## src/rtl/rp_pkg.sv

```systemverilog
package rp_pkg;
  parameter int N_ENT  = 8;
  parameter int SEQ_W  = 6;
  parameter int CNT_W  = 3;
  localparam int IDX_W  = $clog2(N_ENT);
  localparam int RANK_W = SEQ_W + 1;
  localparam int LEAVES = 1 << IDX_W;

  typedef struct packed {
    logic                     vld;
    logic signed [RANK_W-1:0] rank;
    logic [SEQ_W-1:0]         age;
    logic [IDX_W-1:0]         slot;
  } cand_t;
endpackage

```

## src/rtl/rp_rank_calc.sv

```systemverilog
module rp_rank_calc
  import rp_pkg::*;
#(
  parameter int SLOT = 0
) (
  input  logic [SEQ_W-1:0] oldest,
  input  logic             vld,
  input  logic             res_ok,
  input  logic [SEQ_W-1:0] seq,
  input  logic [CNT_W-1:0] users,
  output cand_t            cand
);
  logic [SEQ_W-1:0]         age;
  logic signed [RANK_W-1:0] age_s;
  logic signed [RANK_W-1:0] users_s;

  always_comb begin
    age     = seq - oldest;
    age_s   = $signed({1'b0, age});
    users_s = $signed({{(RANK_W-CNT_W){1'b0}}, users});
    cand.vld  = vld & res_ok;
    cand.rank = age_s - users_s;
    cand.age  = age;
    cand.slot = IDX_W'(SLOT);
  end
endmodule

```

## src/rtl/rp_cmp_sel.sv

```systemverilog
module rp_cmp_sel
  import rp_pkg::*;
(
  input  cand_t lo,
  input  cand_t hi,
  output cand_t win
);
  logic take_hi;
  logic rank_lt, rank_eq, age_lt;

  always_comb begin
    rank_lt = $signed(hi.rank) < $signed(lo.rank);
    rank_eq = hi.rank == lo.rank;
    age_lt  = hi.age < lo.age;
    if (!hi.vld)      take_hi = 1'b0;
    else if (!lo.vld) take_hi = 1'b1;
    else              take_hi = rank_lt | (rank_eq & age_lt);
    win = take_hi ? hi : lo;
  end
endmodule

```

## src/rtl/rank_picker.sv

```systemverilog
module rank_picker
  import rp_pkg::*;
(
  input  logic                   clk,
  input  logic                   rst_n,
  input  logic [SEQ_W-1:0]       oldest_seq,
  input  logic [N_ENT-1:0]       ent_vld,
  input  logic [N_ENT-1:0]       ent_res_ok,
  input  logic [N_ENT*SEQ_W-1:0] ent_seq,
  input  logic [N_ENT*CNT_W-1:0] ent_users,
  output logic                   pick_vld,
  output logic [IDX_W-1:0]       pick_idx
);
  cand_t leaf [LEAVES];
  cand_t node [LEAVES-1];

  for (genvar k = 0; k < LEAVES; k++) begin : g_leaf
    if (k < N_ENT) begin : g_real
      rp_rank_calc #(.SLOT(k)) u_rank (
        .oldest (oldest_seq),
        .vld    (ent_vld[k]),
        .res_ok (ent_res_ok[k]),
        .seq    (ent_seq[k*SEQ_W +: SEQ_W]),
        .users  (ent_users[k*CNT_W +: CNT_W]),
        .cand   (leaf[k])
      );
    end else begin : g_pad
      assign leaf[k] = '0;
    end
  end

  // Heap-ordered tree: node i takes children 2i+1 and 2i+2; indices past
  // the internal range map onto leaves. Left child always holds lower slots.
  for (genvar i = 0; i < LEAVES-1; i++) begin : g_node
    cand_t a_in, b_in;
    if (2*i+1 >= LEAVES-1) begin : g_from_leaf
      assign a_in = leaf[2*i+1-(LEAVES-1)];
      assign b_in = leaf[2*i+2-(LEAVES-1)];
    end else begin : g_from_node
      assign a_in = node[2*i+1];
      assign b_in = node[2*i+2];
    end
    rp_cmp_sel u_sel (.lo(a_in), .hi(b_in), .win(node[i]));
  end

  always_ff @(posedge clk or negedge rst_n) begin
    if (!rst_n) begin
      pick_vld <= 1'b0;
      pick_idx <= '0;
    end else begin
      pick_vld <= node[0].vld;
      pick_idx <= node[0].slot;
    end
  end

  // Root of the tree against every leaf.
  always_comb begin
    if (rst_n && node[0].vld) begin
      for (int k = 0; k < N_ENT; k++) begin
        if (leaf[k].vld) begin
          AST_ROOT_MIN_RANK: assert ($signed(node[0].rank) <= $signed(leaf[k].rank)) else $error("root rank above leaf");
          if (node[0].rank == leaf[k].rank) begin
            AST_TIE_OLDER: assert (node[0].age <= leaf[k].age) else $error("tie not older");
            if (node[0].age == leaf[k].age) begin
              AST_TIE_SLOT: assert (node[0].slot <= leaf[k].slot) else $error("tie not lower slot");
            end
          end
        end
      end
    end
  end

  AST_PICK_ELIGIBLE: assert property (@(posedge clk) disable iff (!rst_n)
    pick_vld |-> |($past(ent_vld & ent_res_ok) & (N_ENT'(1) << pick_idx))) else $error("masked slot picked");
  AST_NONE_INVALID: assert property (@(posedge clk) disable iff (!rst_n)
    !(|(ent_vld & ent_res_ok)) |=> !pick_vld) else $error("pick without eligible slot");
  AST_ANY_VALID: assert property (@(posedge clk) disable iff (!rst_n)
    (|(ent_vld & ent_res_ok)) |=> pick_vld) else $error("eligible slot not picked");
  AST_IDX_RANGE: assert property (@(posedge clk) disable iff (!rst_n)
    pick_vld |-> (int'(pick_idx) < N_ENT)) else $error("index out of range");
endmodule

```

## config.mk

```make
export PLATFORM = sky130hd
export DESIGN_NAME = rank_picker
export DESIGN_NICKNAME = d
export VERILOG_FILES = /design/src/rtl/rp_pkg.sv /design/src/rtl/rp_rank_calc.sv /design/src/rtl/rp_cmp_sel.sv /design/src/rtl/rank_picker.sv
export SDC_FILE = /design/constraint.sdc
export NUM_CORES = 1
export LEC_CHECK = 0
export BUFFER_PORTS_ARGS = -buffer_cell sky130_fd_sc_hd__buf_2
export CORE_MARGIN = 3
export CORE_UTILIZATION = 43
export CTS_BUF_LIST = sky130_fd_sc_hd__clkbuf_8 sky130_fd_sc_hd__clkbuf_16
export CTS_CLUSTER_DIAMETER = 120
export DETAILED_ROUTE_END_ITERATION = 12
export GPL_TIMING_DRIVEN = 0
export PLACE_DENSITY = 0.65
export RECOVER_POWER = 100
export SLEW_MARGIN = 20
export SYNTH_ARGS = -nofsm -noshare
export SYNTH_HDL_FRONTEND = slang
export SYNTH_SLANG_ARGS = --single-unit
```

## constraint.sdc

```tcl
create_clock -name clk -period 0.8 [get_ports clk]
set_input_delay 0.16 -clock clk [delete_from_list [all_inputs] [get_ports clk]]
set_output_delay 0.16 -clock clk [all_outputs]
set_load 0.02 [all_outputs]
```

# Word level (Yosys, flattened, before mapping)
# Index checks and enable logic that the tools add are counted.
word_totals:
  register_bits: 4
  input_bits: 96
  output_inout_bits: 4
op_classes:
  add_sub_neg: 16
  magnitude_cmp: 14
  eq_ne: 7
  muxes: 21
  n_bitwise: 22
ops:
  columns: ["cell", "n"]
  rows:
  - ["2-to-1 mux 17 bit", 7]
  - ["subtractor 6 x 3 -> 7 bit", 8]
  - ["equality test 7 bit", 7]
  - ["less-than comparator 7 bit", 7]
  - ["subtractor 6 bit", 8]
  - ["less-than comparator 6 bit", 7]
  - ["AND 1 bit", 15]
  - ["2-to-1 mux 1 bit", 14]
  - ["OR 1 bit", 7]

# Depth between registers and ports, before layout
# Gate-level depths: netlist (run 1).
depth:
  ltp_word: 20
  ltp_mapped: 45
  ltp_nobuf: 43

# By module
# From an unflattened synthesis (run 1), not the netlist that was laid out.
unflattened:
  cells_unflattened: 838
  hier_area_um2: 7337.0
modules_own_cells:
  columns: ["mod", "instances", "cells_each", "area_each_um2", "seq_area_each_um2"]
  rows:
  - ["rp_cmp_sel", 7, 60, 523.0, 0.0]
  - ["rp_rank_calc at g_leaf[1].g_real.u_rank ...", 6, 52, 447.9, 0.0]
  - ["rp_rank_calc at g_leaf[0].g_real.u_rank ...", 2, 51, 444.2, 0.0]
  - ["rank_picker", 1, 4, 100.1, 100.1]

# Worst setup path before layout (run 1)
# OpenSTA, ideal clock, no wires.
synth_path:
  kind: "in2reg"
  from: "input port oldest_seq[1]"
  to: "register pick_idx[0]"
  setup_ns: 0.128
  arrival_time_ns: 7.381
  required_ns: 0.672
  path_slack_ns: -6.708
  cell_stages: 34
  n_path_buf: 2
  path_cell_list: "inv_1 -> fa_1 -> ha_1 -> nor2b_1 -> o21ai_0 -> nand2b_1 -> nor3_1 -> xnor2_1 -> ha_1 -> or4b_1 -> o21ai_1 -> a21oi_1 -> o22ai_1 -> or2_2 -> clkbuf_1 -> nor2_1 -> a21oi_1 -> ha_1 -> a21oi_1 -> nor2b_1 -> o21ai_0 -> nor4bb_1 -> a31oi_1 -> o311a_1 -> clkbuf_1 -> nor2_1 -> a21oi_1 -> ha_1 -> a21oi_1 -> o21bai_1 -> a2111oi_0 -> nand3b_2 -> o31ai_4 -> mux2_1"
synth_lines:
  columns: ["item", "line_no", "text"]
  rows:
  - ["start, declared", "rank_picker.sv:6", "input logic [SEQ_W-1:0] oldest_seq,"]
  - ["end signal, assigned", "rank_picker.sv:52", "pick_idx <= node[0].slot;"]
  - ["end, declared", "rank_picker.sv:12", "output logic [IDX_W-1:0] pick_idx"]

==> impl_metrics.yaml, run 1 <==
clock_tree:
  clock-root-buffer: "clkbuf_16"
  cts_tree: "done"
  path_clk_slew_ps: 30
  htreeDepth: 1
  cts_buffer_depth: 2
  cts_buffers: 3
  clock_sinks: 4
timing:
  rsz0062_at_grt: "yes"
  worstMarginPinSlew_ps: 693
  fin_crit_sh_pct: 868
  fin_crit_ps: 6940
  finalHoldViolCount: 0
  slew_violations: 0
  setup_violations: 8
  fmax_ghz: 0.144
  max_slew_margin_pct: 53.8
  setup_ws_ps: -6140
grt:
  overflow: 0
  grt_pass1_vias: 5849
  grt_pass1_wl_mm: 27.7
  antenna_found_initial: 0
  grt_max_degree: 11
  grt_usage_pct: 22.5
logic_synthesis:
  syn_area_um2: 5890
  synth_area_leader_cell: "ha_1"
  synth.area.top_cells: "ha_1 29%, a21oi_1 6.0%, xnor2_1 5.8%"
  synth_most_common_cell: "ha_1"
  ys_ff_latch: 4
  synth-main-ff-cell: "dfrtp_1"
  ys_async_sr_fraction_pct: 100
  syn_inst: 769
  seq_area_frac_synth_pct: 1.70
  synthTopCellsByCount: "138 x ha_1, 84 x inv_1, 71 x a21oi_1, 50 x nor2_1, 49 x nand2_1"
  synth_top_area_share_pct: 29.3
  synth_edf_count: 0
  yosysWarnings: 0
  avgSynthCellArea_um2: 7.66
  syn_nets: 1019
  yosysUniqueCellTypes: 73
floorplan:
  die_area_um2: 15100
  pin_count: 100
  dieHeight_um: 123
  coreArea_um2: 13300
  die_w_um: 123
  rows: 42
  initial_core_util_pct: 44.2
layout:
  instances_no_fill: 1116
  layout-drive-gt1-share_pct: 39.0
  fillers: 1132
  diodes: 0
  seqCellArea_um2: 100
  multiInputGateArea_um2: 6430
  areaGrowthSynthToFinish_pct: 43.4
  layout.nets: 1192
worst_setup_path:
  cp_max_fo: 8
  worst_ep_arrival_time_ps: 7070
  cp-start-kind: "primary input"
  worst-setup-path-type: "in -> reg"
  slowest_delay_ps: 450
  critPathMostFrequentCell: "ha_1"
  critPathRequiredTime_ps: 920
  cp_slowest_cell: "or4_4"
  endpoint_kind: "flop"
drt:
  route.antenna.remaining_nets: 0
  initialDrtViolationCount: 309
  drt-pass1-iter-count: 4
  via_count: 6133
  wire_per_inst_um: 16.3
  vias_per_cell: 5.50
  drc: 0
  routed_wl_mm: 18.2
job:
  maxCapViolations: 0
place:
  port-buffer-count: 98
  dp.cells: 1043
  gp_congestion: 0.901
  place_ws_ps: -7300
  dp_hpwl_mm: 13.7
run_status:
  outcome: "complete, but fails checks"
  violations: "negative setup slack"
power:
  leakagePower_nw: 3.96
  vdd_drop_max_v: 0.00120
  p_total_mw: 21.4
  cellPowerDensity_nw_per_um2: 2530
min_path:
  hold_path.class: "in -> async"
## power breakdown
part | switching (mW) | internal (mW) | leakage [nW] | total, mW
clock network | 0.137 | 0.638 | 0.0370 | 0.775
logic | 10.6 | 9.72 | 3.88 | 20.3
registers | 0.0311 | 0.289 | 0.0468 | 0.320
total | 10.8 | 10.6 | 3.96 | 21.4
## timing repair
action	in CTS	in global routing
setup endpoints to repair	8	8
hold endpoints to repair	4	0
hold buffers	1	0
gates cloned	2	3
setup buffers	44	22
pin swaps	46	41
resized for setup	112	107
## through the flow
| stage | instance area [µm²] | hold slack (ps) | TNS (ps) | util, % |
|---|---|---|---|---|
| 2_1_floorplan | 6060 | -136 | -21920 | - |
| 3_3_place_gp | 6780 | -34.6 | -26610 | 50.8 |
| 3_5_place_dp | 6780 | -33.9 | -26710 | 50.8 |
| 4_1_cts | 7790 | 266 | -22830 | 58.4 |
| 5_1_grt | 8450 | 342 | -24340 | 63.3 |
| 6_report | 8450 | 293 | -23200 | 63.3 |
## routing by layer
| metal | up-vias | GRT usage (%) | part of all wire [%] |
|---|---|---|---|
| li1 | 3084 | - | - |
| met1 | 2843 | 31.8 | 47 |
| met2 | 190 | 38.1 | 46 |
| met3 | 16 | 2.01 | 6.2 |
| met4 | 0 | 3.04 | 0.99 |
| met5 | - | 0 | 0 |
## cells in the final DEF, fill, tap and decap left out, drive strengths merged, types with 4 or more instances in the layout
cell / Yosys / routed
and2: 5 / 5
inv: 84 / 82
o31ai: 10 / 10
o211ai: 7 / 7
or3: 7 / 7
nor2b: 21 / 21
ha: 138 / 138
nor3b: 6 / 6
xnor2: 40 / 40
nand3b: 6 / 6
nand2: 49 / 49
a21o: 19 / 19
nand3: 9 / 9
clkbuf: 10 / 11
o21a: 6 / 6
mux2: 13 / 13
nor2: 52 / 52
xor2: 29 / 29
a21oi: 72 / 72
nand2b: 17 / 17
o21ai: 54 / 54
dfrtp: 4 / 4
nand4b: 4 / 4
nor3: 14 / 14
buf: 3 / 172
mux2i: 16 / 16
nand4: 10 / 10
fa: 16 / 16
## path summary, 6_finish.rpt
kind | from | to | slack (ps) | depth (start not counted)
worst max-delay path | oldest_seq[1] | pick_idx[1] | -6140 | 34
worst min-delay path | rst_n | pick_idx[0] | 290 | 2
max in group asynchronous | rst_n | pick_idx[1] | 330 | 2
min in group clk | ent_res_ok[0] | pick_vld | 400 | 3
## cells by family after synthesis
logic type / Yosys count / share of synthesized area, %
xor gates and xnor gates: 69 / 10.5
DFF: 4 / 1.70
muxes: 29 / 5.33
and+or+nand+nor: 216 / 19.2
AOI/OAI and AO/OA: 197 / 21.7
adders and majority gates: 157 / 35.3
buffers and inverters: 97 / 6.28
## cell type report
type | instances | area share [%]
multi-input cells | 668 | 76.1
plain buffers | 12 | 1.70
inverters | 84 | 3.82
flip-flops and latches | 4 | 1.18
well taps | 176 | 2.61
repair buffers | 169 | 13.7
clock buffers | 3 | 0.888
## state kept, by name, indices dropped and copies added, names as in the netlist
name / count
pick_idx: 3
pick_vld: 1
## worst max-delay path: cells and delay by family
family	cells	cell delay [ps]
AO/OA/AOI/OAI	11	2220
adder cells (fa/ha/maj)	5	1650
AND/OR/NAND/NOR	7	1380
buffers and inverters	9	1350
XOR/XNOR	2	320
Note: power is estimated with default switching activity, not from simulation.
==> run 2: changes to the inputs <==
--- a/config.mk
+++ b/config.mk
@@ -14,6 +14,7 @@
 export GPL_TIMING_DRIVEN = 0
 export PLACE_DENSITY = 0.65
 export RECOVER_POWER = 100
+export REMOVE_ABC_BUFFERS = 1
 export SLEW_MARGIN = 20
 export SYNTH_ARGS = -nofsm -noshare
 export SYNTH_HDL_FRONTEND = slang
==> run 2 against run 1 <==
Cell area down 4.1%. Hold slack worse by 6.0 ps. The run still ends with negative setup slack left. Critical path type unchanged. Sequential power hardly changed. Combinational power decreased by 6%. Non-clock buffer count decreased by 14. Final cell count fell by 0.81%. Global-route usage grew 0.24 points. Utilization is 2.6 points lower. Worst setup slack worse by 84 ps. Wire length is 1.6% lower.
==> impl_metrics.yaml, run 2 (same netlist as run 1, synthesis figures left out) <==
drt:
  vias_per_cell: 5.50
  drc: 0
  drt-pass1-iter-count: 4
  routed_wl_mm: 17.9
  via_count: 6083
  wire_per_inst_um: 16.2
  route.antenna.remaining_nets: 0
  initialDrtViolationCount: 260
clock_tree:
  cts_tree: "done"
  cts_buffer_depth: 2
  clock_sinks: 4
  clock-root-buffer: "clkbuf_16"
  htreeDepth: 1
  cts_buffers: 3
  path_clk_slew_ps: 30
timing:
  fin_crit_sh_pct: 879
  setup_tns_ps: -23430
  slew_violations: 0
  hold_ws_ps: 287
  max_slew_margin_pct: 36.9
  setup_violations: 8
  fin_crit_ps: 7030
  rsz0062_at_grt: "yes"
  finalHoldViolCount: 0
  worstMarginPinSlew_ps: 942
  fmax_ghz: 0.142
  setup_ws_ps: -6230
worst_setup_path:
  critPathRequiredTime_ps: 930
  cp_slowest_cell: "a2111oi_4"
  endpoint_kind: "flop"
  worst_ep_arrival_time_ps: 7150
  slowest_delay_ps: 470
  cp_max_fo: 8
  worst-setup-path-type: "in -> reg"
  cp-start-kind: "primary input"
layout:
  fillers: 1180
  final_common_cell: "ha_1"
  top_regs: "pick_idx x3, pick_vld x1"
  largest_register_ffs: 3
  top_register: "pick_idx"
  utilization_pct: 60.7
  diodes: 0
  layout.nets: 1183
  seqCellArea_um2: 100
  multiInputGateArea_um2: 6240
  layout_common_cells: "125 x ha_1, 91 x buf_2, 75 x inv_1"
  layout-drive-gt1-share_pct: 34.6
  areaGrowthSynthToFinish_pct: 37.5
min_path:
  hold_path.class: "in -> async"
floorplan:
  coreArea_um2: 13300
  rows: 42
  die_area_um2: 15100
  dieHeight_um: 123
  pin_count: 100
  die_w_um: 123
  initial_core_util_pct: 44.2
place:
  port-buffer-count: 99
  gp_congestion: 0.888
  dp_hpwl_mm: 13.3
power:
  leakagePower_nw: 3.89
  p_comb_share_pct: 94.5
  switchingPower_mw: 10.3
  power.share.sequential_pct: 1.6
  clock_power_share_pct: 3.9
  p_sw_share_pct: 51.2
  p_int_mw: 9.83
  cellPowerDensity_nw_per_um2: 2480
  p_total_mw: 20.1
  vdd_drop_max_v: 0.000838
job:
  maxCapViolations: 0
grt:
  antenna_found_initial: 0
  grt_usage_pct: 22.7
  grt_max_degree: 18
  overflow: 0
  grt_pass1_wl_mm: 28.0
  grt_pass1_vias: 5900
run_status:
  violations: "negative setup slack"
  outcome: "complete, but fails checks"
-- run 2: cell types whose count changed in the layout (fill, tap and decap cells not counted), sizes merged --
cell	before	now
buf	172	165
o211ai	7	10
clkbuf	11	4
o311a	1	2
inv	82	81
clkinvlp	2	3
nor2	52	53
-- run 2: final cells by class --
cell class	count	share of cell area [%]
timing repair buffer	167	14.1
multi-input combinational	673	77.0
inverter	84	4.06
tap	176	2.72
clock buffer	3	0.926
sequential	4	1.23
-- run 2: stage by stage --
stage	cell area (µm²)	worst slack, ps	instances
floorplan	5840	-6630	756
global placement	6550	-8160	1031
detailed placement	6550	-8150	1031
CTS	7790	-6120	1092
finish	8110	-6230	1107
global route	8110	-6500	1107
-- run 2: final timing paths --
check,endpoint,startpoint,slack (ps)
max in group asynchronous,pick_idx[2],rst_n,330
min in group clk,pick_vld,ent_res_ok[0],420
hold / removal,pick_idx[1],rst_n,290
setup / recovery,pick_idx[1],oldest_seq[3],-6230
-- run 2: power groups by stage --
stage	Clock [mW]	Combinational (mW)	Sequential (mW)
after floorplan	0	10.6	0.408
after global placement	0	13.7	0.302
after global routing	0.800	21.0	0.325
after detailed placement	0	13.8	0.301
after CTS	0.779	17.5	0.319
final	0.778	19.0	0.320
-- run 2: critical path: cells and delay by family --
kind | cells | cell delay, ps
AO/OA/AOI/OAI | 9 | 1960
XOR/XNOR | 1 | 140
adder cells (fa/ha/maj) | 4 | 1210
buffers and inverters | 6 | 950
multiplexers | 1 | 330
AND/OR/NAND/NOR | 10 | 2390
-- run 2: layer usage --
metal / up-vias / wire, µm / track usage, %
met4: 0 / 352 / 4.50
met2: 184 / 8090 / 38.2
li1: 3088 / - / -
met1: 2781 / 8510 / 32.6
met5: - / 0 / 0
met3: 30 / 982 / 0.778
-- run 2: repair_timing --
item	in CTS	in global routing
pin swaps	81	29
buffers inserted	52	14
gates cloned	5	1
hold buffers	1	0
endpoints found under the setup margin	8	8
gates resized for setup	151	48
hold endpoints to repair	4	0
